[config.mk]
export PLATFORM = sky130hd
export DESIGN_NAME = uart_mdm_ctl
export DESIGN_NICKNAME = d
export VERILOG_FILES = /design/src/rtl/uart_mdm_pkg.sv /design/src/rtl/uart_mdm_sync.sv /design/src/rtl/uart_mdm_bus.sv /design/src/rtl/uart_mdm_sense.sv /design/src/rtl/uart_mdm_ctl.sv
export SDC_FILE = /design/constraint.sdc
export NUM_CORES = 1
export LEC_CHECK = 0
export ABC_AREA = 1
export BUFFER_PORTS_ARGS = -buffer_cell sky130_fd_sc_hd__buf_2
export CORE_UTILIZATION = 49
export DETAILED_ROUTE_END_ITERATION = 8
export PLACE_DENSITY = 0.77
export SLEW_MARGIN = 20
export SYNTH_ARGS = -nofsm -noshare
export SYNTH_HDL_FRONTEND = slang
export SYNTH_HIERARCHICAL = 1
export SYNTH_SLANG_ARGS = --single-unit
[constraint.sdc]
create_clock -name clk -period 0.95 [get_ports clk]
set_input_delay 0.095 -clock clk [delete_from_list [all_inputs] [get_ports clk]]
set_output_delay 0.095 -clock clk [all_outputs]
set_load 0.05 [all_outputs]
[src/rtl/uart_mdm_pkg.sv]
package uart_mdm_pkg;
   // control register layout (bit 4 down to bit 0)
   typedef struct packed {
      logic loop;
      logic irq_gate;
      logic aux_ri;
      logic rts;
      logic dtr;
   } mdm_ctl_t;

   localparam int CTL_W       = 5;
   localparam int STAT_DDSR   = 0;
   localparam int STAT_TERI   = 1;
   localparam int STAT_DSR    = 4;
   localparam int STAT_RI     = 5;
   localparam int STAT_MIN_W  = 6;
endpackage

[src/rtl/uart_mdm_sync.sv]
module uart_mdm_sync #(
   parameter int   STAGES  = 2,
   parameter logic RST_VAL = 1'b1
) (
   input  logic clk,
   input  logic rst,
   input  logic d,
   output logic q
);
   logic [STAGES-1:0] chain;

   generate
      if (STAGES < 1) begin : g_bad
         initial $error("uart_mdm_sync: STAGES must be at least 1");
      end
      if (STAGES == 1) begin : g_one
         always_ff @(posedge clk) begin
            if (rst) chain <= RST_VAL;
            else     chain <= d;
         end
      end else begin : g_many
         always_ff @(posedge clk) begin
            if (rst) chain <= {STAGES{RST_VAL}};
            else     chain <= {chain[STAGES-2:0], d};
         end
      end
   endgenerate

   assign q = chain[STAGES-1];
endmodule

[src/rtl/uart_mdm_bus.sv]
module uart_mdm_bus
   import uart_mdm_pkg::*;
#(
   parameter int          ADDR_W      = 3,
   parameter int          DATA_W      = 8,
   parameter int          SYNC_STAGES = 2,
   parameter int          EN_W        = 4,
   parameter logic [ADDR_W-1:0] EN_ADDR   = 3'd1,
   parameter logic [ADDR_W-1:0] CTL_ADDR  = 3'd4,
   parameter logic [ADDR_W-1:0] STAT_ADDR = 3'd6
) (
   input  logic              clk,
   input  logic              rst,
   input  logic [ADDR_W-1:0] addr,
   input  logic [DATA_W-1:0] wdata,
   input  logic              wr_n,
   input  logic              rd_n,
   input  logic [DATA_W-1:0] stat_i,
   output mdm_ctl_t          ctl_o,
   output logic [EN_W-1:0]   en_o,
   output logic [DATA_W-1:0] rdata,
   output logic              stat_clr_o
);
   logic wr_s, rd_s, wr_q, rd_q, wr_rise, rd_rise;
   logic unused_wdata;

   generate
      if (EN_W > DATA_W || CTL_W > DATA_W) begin : g_bad
         initial $error("uart_mdm_bus: register wider than data bus");
      end
   endgenerate

   uart_mdm_sync #(.STAGES(SYNC_STAGES), .RST_VAL(1'b1)) u_wr_sync (
      .clk(clk), .rst(rst), .d(wr_n), .q(wr_s));
   uart_mdm_sync #(.STAGES(SYNC_STAGES), .RST_VAL(1'b1)) u_rd_sync (
      .clk(clk), .rst(rst), .d(rd_n), .q(rd_s));

   always_ff @(posedge clk) begin
      if (rst) begin
         wr_q <= 1'b1;
         rd_q <= 1'b1;
      end else begin
         wr_q <= wr_s;
         rd_q <= rd_s;
      end
   end

   assign wr_rise    = wr_s & ~wr_q;
   assign rd_rise    = rd_s & ~rd_q;
   assign stat_clr_o = rd_rise && (addr == STAT_ADDR);

   always_ff @(posedge clk) begin
      if (rst) begin
         ctl_o <= '0;
         en_o  <= '0;
      end else if (wr_rise) begin
         if (addr == CTL_ADDR) ctl_o <= mdm_ctl_t'(wdata[CTL_W-1:0]);
         if (addr == EN_ADDR)  en_o  <= wdata[EN_W-1:0];
      end
   end

   always_comb begin
      rdata = '0;
      if (addr == CTL_ADDR)       rdata[CTL_W-1:0] = ctl_o;
      else if (addr == EN_ADDR)   rdata[EN_W-1:0]  = en_o;
      else if (addr == STAT_ADDR) rdata            = stat_i;
   end

   assign unused_wdata = ^wdata;

   // registers move only on a committed write
   p_ctl_hold_r3: assert property (@(posedge clk) disable iff (rst)
      !wr_rise |=> $stable(ctl_o));
   // committed control write lands bit 0 in the terminal-ready field
   p_ctl_dtr_r1: assert property (@(posedge clk) disable iff (rst)
      (wr_rise && addr == CTL_ADDR) |=> (ctl_o.dtr == $past(wdata[0])));
endmodule

[src/rtl/uart_mdm_sense.sv]
module uart_mdm_sense #(
   parameter int SYNC_STAGES = 2
) (
   input  logic clk,
   input  logic rst,
   input  logic dsr_n_i,
   input  logic ri_n_i,
   input  logic loop_i,
   input  logic lb_dsr_i,
   input  logic lb_ri_i,
   input  logic clr_i,
   output logic dsr_lvl_o,
   output logic ri_lvl_o,
   output logic ddsr_o,
   output logic teri_o
);
   logic dsr_s, ri_s, dsr_prev, ri_prev;

   uart_mdm_sync #(.STAGES(SYNC_STAGES), .RST_VAL(1'b1)) u_dsr_sync (
      .clk(clk), .rst(rst), .d(dsr_n_i), .q(dsr_s));
   uart_mdm_sync #(.STAGES(SYNC_STAGES), .RST_VAL(1'b1)) u_ri_sync (
      .clk(clk), .rst(rst), .d(ri_n_i), .q(ri_s));

   assign dsr_lvl_o = loop_i ? lb_dsr_i : ~dsr_s;
   assign ri_lvl_o  = loop_i ? lb_ri_i  : ~ri_s;

   always_ff @(posedge clk) begin
      if (rst) begin
         dsr_prev <= 1'b0;
         ri_prev  <= 1'b0;
         ddsr_o   <= 1'b0;
         teri_o   <= 1'b0;
      end else begin
         dsr_prev <= dsr_lvl_o;
         ri_prev  <= ri_lvl_o;
         if (dsr_lvl_o != dsr_prev) ddsr_o <= 1'b1;
         else if (clr_i)            ddsr_o <= 1'b0;
         if (ri_prev && !ri_lvl_o)  teri_o <= 1'b1;
         else if (clr_i)            teri_o <= 1'b0;
      end
   end

   // flags are sticky until the status read
   p_ddsr_sticky_r9: assert property (@(posedge clk) disable iff (rst)
      (ddsr_o && !clr_i) |=> ddsr_o);
   p_teri_sticky_r9: assert property (@(posedge clk) disable iff (rst)
      (teri_o && !clr_i) |=> teri_o);
endmodule

[src/rtl/uart_mdm_ctl.sv]
module uart_mdm_ctl
   import uart_mdm_pkg::*;
#(
   parameter int ADDR_W      = 3,
   parameter int DATA_W      = 8,
   parameter int N_SRC       = 3,
   parameter int SYNC_STAGES = 2
) (
   input  logic              clk,
   input  logic              rst,
   input  logic [ADDR_W-1:0] addr,
   input  logic [DATA_W-1:0] wdata,
   output logic [DATA_W-1:0] rdata,
   input  logic              wr_n,
   input  logic              rd_n,
   input  logic              dsr_n_i,
   input  logic              ri_n_i,
   output logic              dtr_n_o,
   output logic              rts_n_o,
   input  logic              int_sel_i,
   input  logic [N_SRC-1:0]  cond_i,
   output logic              irq_o,
   output logic              irq_oe_o,
   input  logic              tx_i,
   input  logic              rx_pin_i,
   output logic              rx_core_o
);
   localparam int EN_W = N_SRC + 1;

   mdm_ctl_t            ctl;
   logic [EN_W-1:0]     en;
   logic [DATA_W-1:0]   stat;
   logic                stat_clr, dsr_lvl, ri_lvl, ddsr, teri;
   logic                src_pend, ms_pend;

   generate
      if (DATA_W < STAT_MIN_W) begin : g_bad_w
         initial $error("uart_mdm_ctl: DATA_W too narrow for status layout");
      end
      if (SYNC_STAGES < 2) begin : g_bad_s
         initial $error("uart_mdm_ctl: SYNC_STAGES must be at least 2");
      end
   endgenerate

   uart_mdm_bus #(
      .ADDR_W(ADDR_W), .DATA_W(DATA_W), .SYNC_STAGES(SYNC_STAGES), .EN_W(EN_W),
      .EN_ADDR(ADDR_W'(1)), .CTL_ADDR(ADDR_W'(4)), .STAT_ADDR(ADDR_W'(6))
   ) u_bus (
      .clk(clk), .rst(rst), .addr(addr), .wdata(wdata), .wr_n(wr_n), .rd_n(rd_n),
      .stat_i(stat), .ctl_o(ctl), .en_o(en), .rdata(rdata), .stat_clr_o(stat_clr));

   uart_mdm_sense #(.SYNC_STAGES(SYNC_STAGES)) u_sense (
      .clk(clk), .rst(rst), .dsr_n_i(dsr_n_i), .ri_n_i(ri_n_i),
      .loop_i(ctl.loop), .lb_dsr_i(ctl.dtr), .lb_ri_i(ctl.aux_ri),
      .clr_i(stat_clr), .dsr_lvl_o(dsr_lvl), .ri_lvl_o(ri_lvl),
      .ddsr_o(ddsr), .teri_o(teri));

   always_comb begin
      stat            = '0;
      stat[STAT_DDSR] = ddsr;
      stat[STAT_TERI] = teri;
      stat[STAT_DSR]  = dsr_lvl;
      stat[STAT_RI]   = ri_lvl;
   end

   assign dtr_n_o   = ~ctl.dtr;
   assign rts_n_o   = ~ctl.rts;
   assign rx_core_o = ctl.loop ? tx_i : rx_pin_i;

   assign src_pend = |(cond_i & en[N_SRC-1:0]);
   assign ms_pend  = en[N_SRC] & (ddsr | teri);
   assign irq_oe_o = int_sel_i | ctl.irq_gate;
   assign irq_o    = irq_oe_o & (src_pend | ms_pend);

   // no interrupt value while the buffer is off
   p_irq_needs_oe_r4: assert property (@(posedge clk) disable iff (rst)
      irq_o |-> irq_oe_o);
   // global select overrides the control bit
   p_sel_forces_oe_r5: assert property (@(posedge clk) disable iff (rst)
      int_sel_i |-> irq_oe_o);
   // buffer off right after reset when not overridden
   p_reset_oe_off_r6: assert property (@(posedge clk) disable iff (rst)
      ($past(rst) && !int_sel_i) |-> !irq_oe_o);
   // a pending change flag with its enable and an open buffer interrupts
   p_ms_irq_r10: assert property (@(posedge clk) disable iff (rst)
      (irq_oe_o && en[N_SRC] && (ddsr || teri)) |-> irq_o);
   // loopback routes the transmit line to the receiver
   p_loop_rx_r7: assert property (@(posedge clk) disable iff (rst)
      ctl.loop |-> (rx_core_o == tx_i));
endmodule

==> flow_summary_export.csv <==
group,metric,value,unit
clock_tree,h-tree-depth,1,
critical_path,crit_path_max_incr_delay,420,ps
floorplanning,num_rows,17,
placed_design,gp_congestion,0.835,
placed_design,dp_cells,244,
synthesis,synth_area_leaders,"dfxtp_1, nand2_1, inv_1, nor2_1, nand3_1",
synthesis,async_flop_share,0,%
synthesis,syn_inst,171,
synthesis,yosysWarnings,6,
critical_path,worstPathMaxFanout,8,
power_and_ir_drop,peakVddDrop,0.000972,V
grt,grt_pass1_wl,4.91,mm
drt,avgRoutedWirePerCell,12.8,um
critical_path,critPathBufInv,2,
synthesis,synth_top_area_share,40.7,%
floorplanning,start_util,51.7,%
timing,timing.fmax,0.741,GHz
grt,antenna_found_initial,0,
drt,drt_pass1_iterations,8,
drt,vias_per_cell,5.01,
critical_path,path_delay_family,"flip-flops",
final_layout,syn_to_final_growth,55.6,%
drt,ant_nets,0,
timing,fin_skew,4.63,ps
drt,drc,0,
clock_tree,cts.sinks,23,
synthesis,synth_edf_count,0,
drt,finalWirelength,3.32,mm
critical_path,arrival,1250,ps
timing,maxSlewViolCount,0,
job,max_cap_viol_count,0,
power_and_ir_drop,leakage,0.922,nW
synthesis,synth_seq_area_share,40.7,%
timing,finalHoldViolations,0,
timing,whs,79.0,ps
synthesis,netlist_area,0.00113,mm2
critical_path,cp_slowest_cell,"dfxtp_4",
synthesis,ys_types,19,
power_and_ir_drop,powerDensity,1040,mW/mm2
floorplanning,die_w,50.1,um
final_layout,diodes,0,
placed_design,port_buffers,30,
timing,layout_setup_ws,-399,ps
floorplanning,fp.dieArea,0.00251,mm2
synthesis,yosysMostFrequentCell,"nand2_1",
clock_tree,path_clk_slew,130,ps
timing,post-route-period-util,142,%
clock_tree,cts_tree,"built",
floorplanning,ioPinCount,36,
synthesis,synth_seq_cells,23,
critical_path,crit_type,"register to primary output",
timing,rsz0062_at_grt,"true",
synthesis,synth_common_cells,"nand2_1, inv_1, nor2_1",
run_status,status,"finished, violations left",
placed_design,dp_hpwl,1.99,mm
final_layout,fin_nets,255,
min_path,hold_path_class,"primary input to register",
drt,drt_iter0_markers,53,
timing,tightest_slew,895,ps
critical_path,required,850,ps
clock_tree,numCtsBuffers,3,
grt,grt_max_degree,13,
critical_path,start_kind,"register",
clock_tree,insertion_delay,320,ps
clock_tree,cts_root_buffer,"clkbuf_4",
critical_path,cp-end-kind,"primary output",
run_status,failed_checks,"negative setup slack",
grt,grt_pass1_vias,1229,
synthesis,synthFlopType,"dfxtp_1",
timing,period_minus_slack,1350,ps
grt,track_usage,26.6,%
timing,slew_headroom,40.1,%
final_layout,fin_cells,259,
timing,setup_viol,12,
synthesis,postSynthAreaPerCell,6.62,um2
grt,grt_overflow,0,
clock_tree,cts_max_path_buffers,2,
drt,vias,1298,
floorplanning,die_y,50.1,um
synthesis,synth_area_leader_cell,"dfxtp_1",
final_layout,drive_gt1_share,48.1,%
final_layout,fin_util,80.4,%
critical_path,worstPathCellList,"nand2_1 -> nand2_2 -> inv_2 -> nand2_2 -> nand2_2 -> buf_8",
critical_path,cp_common_cell,"nand2_2",
floorplanning,core,0.00219,mm2
through the flow:
step                      power [mW]  area, um2  setup TNS [ps]  setup WS (ps)
after floorplan                 1.19       1160           -18.2          -18.2
after global placement          1.30       1430            -485           -103
after detailed placement        1.31       1430           -1080           -166
after CTS                       1.82       1700           -2460           -384
after global routing            1.91       1760           -3490           -444
final                           1.83       1760           -2820           -399
tightest hold or removal path: stages:
cell     delay (ps)
buf_2            90
buf_4           140
a21oi_1          50
what timing repair did:
item	4_1_cts	5_1_grt
hold buffers	4	0
buffers inserted	2	4
pin swaps	11	10
hold endpoints to repair	4	0
gates resized for setup	65	12
gates cloned	0	1
endpoints found under the setup margin	20	22
per-layer routing:
layer	vias to the layer above	wire length, um	share of wire, %	track usage (%)
met5	-	0	0	0
met4	0	138	4.2	16.2
met3	16	178	5.4	5.56
met2	65	1760	53	49.1
met1	593	1250	38	26.7
li1	624	-	-	-
logic make-up (layout without fill, tap and decap cells):
| group | after synthesis | count (layout) | synth area share, % |
|---|---|---|---|
| AOI/OAI and AO/OA | 2 | 2 | 1.22 |
| and+or+nand+nor | 102 | 103 | 41.2 |
| muxes | 1 | 1 | 1.33 |
| buffers and inverters | 42 | 98 | 15.2 |
| DFF | 23 | 23 | 40.7 |
| other | 1 | 4 | 0.331 |
area by class of cell:
| type | instances | area (um2) |
|---|---|---|
| Timing Repair Buffer | 55 | 443 |
| Inverter | 39 | 149 |
| Fill cell | 139 | 429 |
| Sequential cell | 23 | 487 |
| Clock buffer | 4 | 26.3 |
| Tap cell | 28 | 35.0 |
| Multi-Input combinational cell | 110 | 622 |
path summary, 6_finish.rpt:
check / slack (ps) / cells after the start / startpoint / to
worst max register to register: -210 / 8 / u_bus/ctl_o[4] / u_sense/ddsr_o
worst max-delay path: -400 / 6 / u_bus/ctl_o[4] / rdata[4]
worst min register to register: 430 / 2 / u_sense/u_dsr_sync/chain[0] / u_sense/u_dsr_sync/chain[1]
worst min-delay path: 80 / 3 / rst / u_sense/teri_o
flip-flops by register name, indices dropped and copies added, names as in the netlist:
name and cells:
u_bus/rd_q 1, u_sense/ri_prev 1, u_sense/u_dsr_sync/chain 2, u_bus/en_o 4, u_bus/u_rd_sync/chain 2, u_sense/u_ri_sync/chain 2
u_sense/ddsr_o 1, u_sense/dsr_prev 1, u_bus/wr_q 1, u_bus/u_wr_sync/chain 2, u_sense/teri_o 1, u_bus/ctl_o 5
power by group:
| group | internal [mW] | switching, mW | total [mW] |
|---|---|---|---|
| registers | 0.984 | 0.0171 | 1.00 |
| clock network | 0.165 | 0.313 | 0.478 |
| logic | 0.149 | 0.205 | 0.354 |
cell usage in the layout (no fill, tap or decap), types with 5 or more instances in the layout:
| cell | n |
|---|---|
| nor2_1 | 22 |
| nand2_2 | 12 |
| buf_2 | 19 |
| buf_8 | 5 |
| nor2_4 | 8 |
| nand3_1 | 5 |
| nand4_1 | 9 |
| dfxtp_1 | 10 |
| dfxtp_2 | 9 |
| buf_6 | 8 |
| buf_4 | 19 |
| inv_1 | 30 |
| inv_2 | 8 |
| nand2_1 | 32 |
| nand3_2 | 8 |
Note: power is estimated with default switching activity, not from simulation.
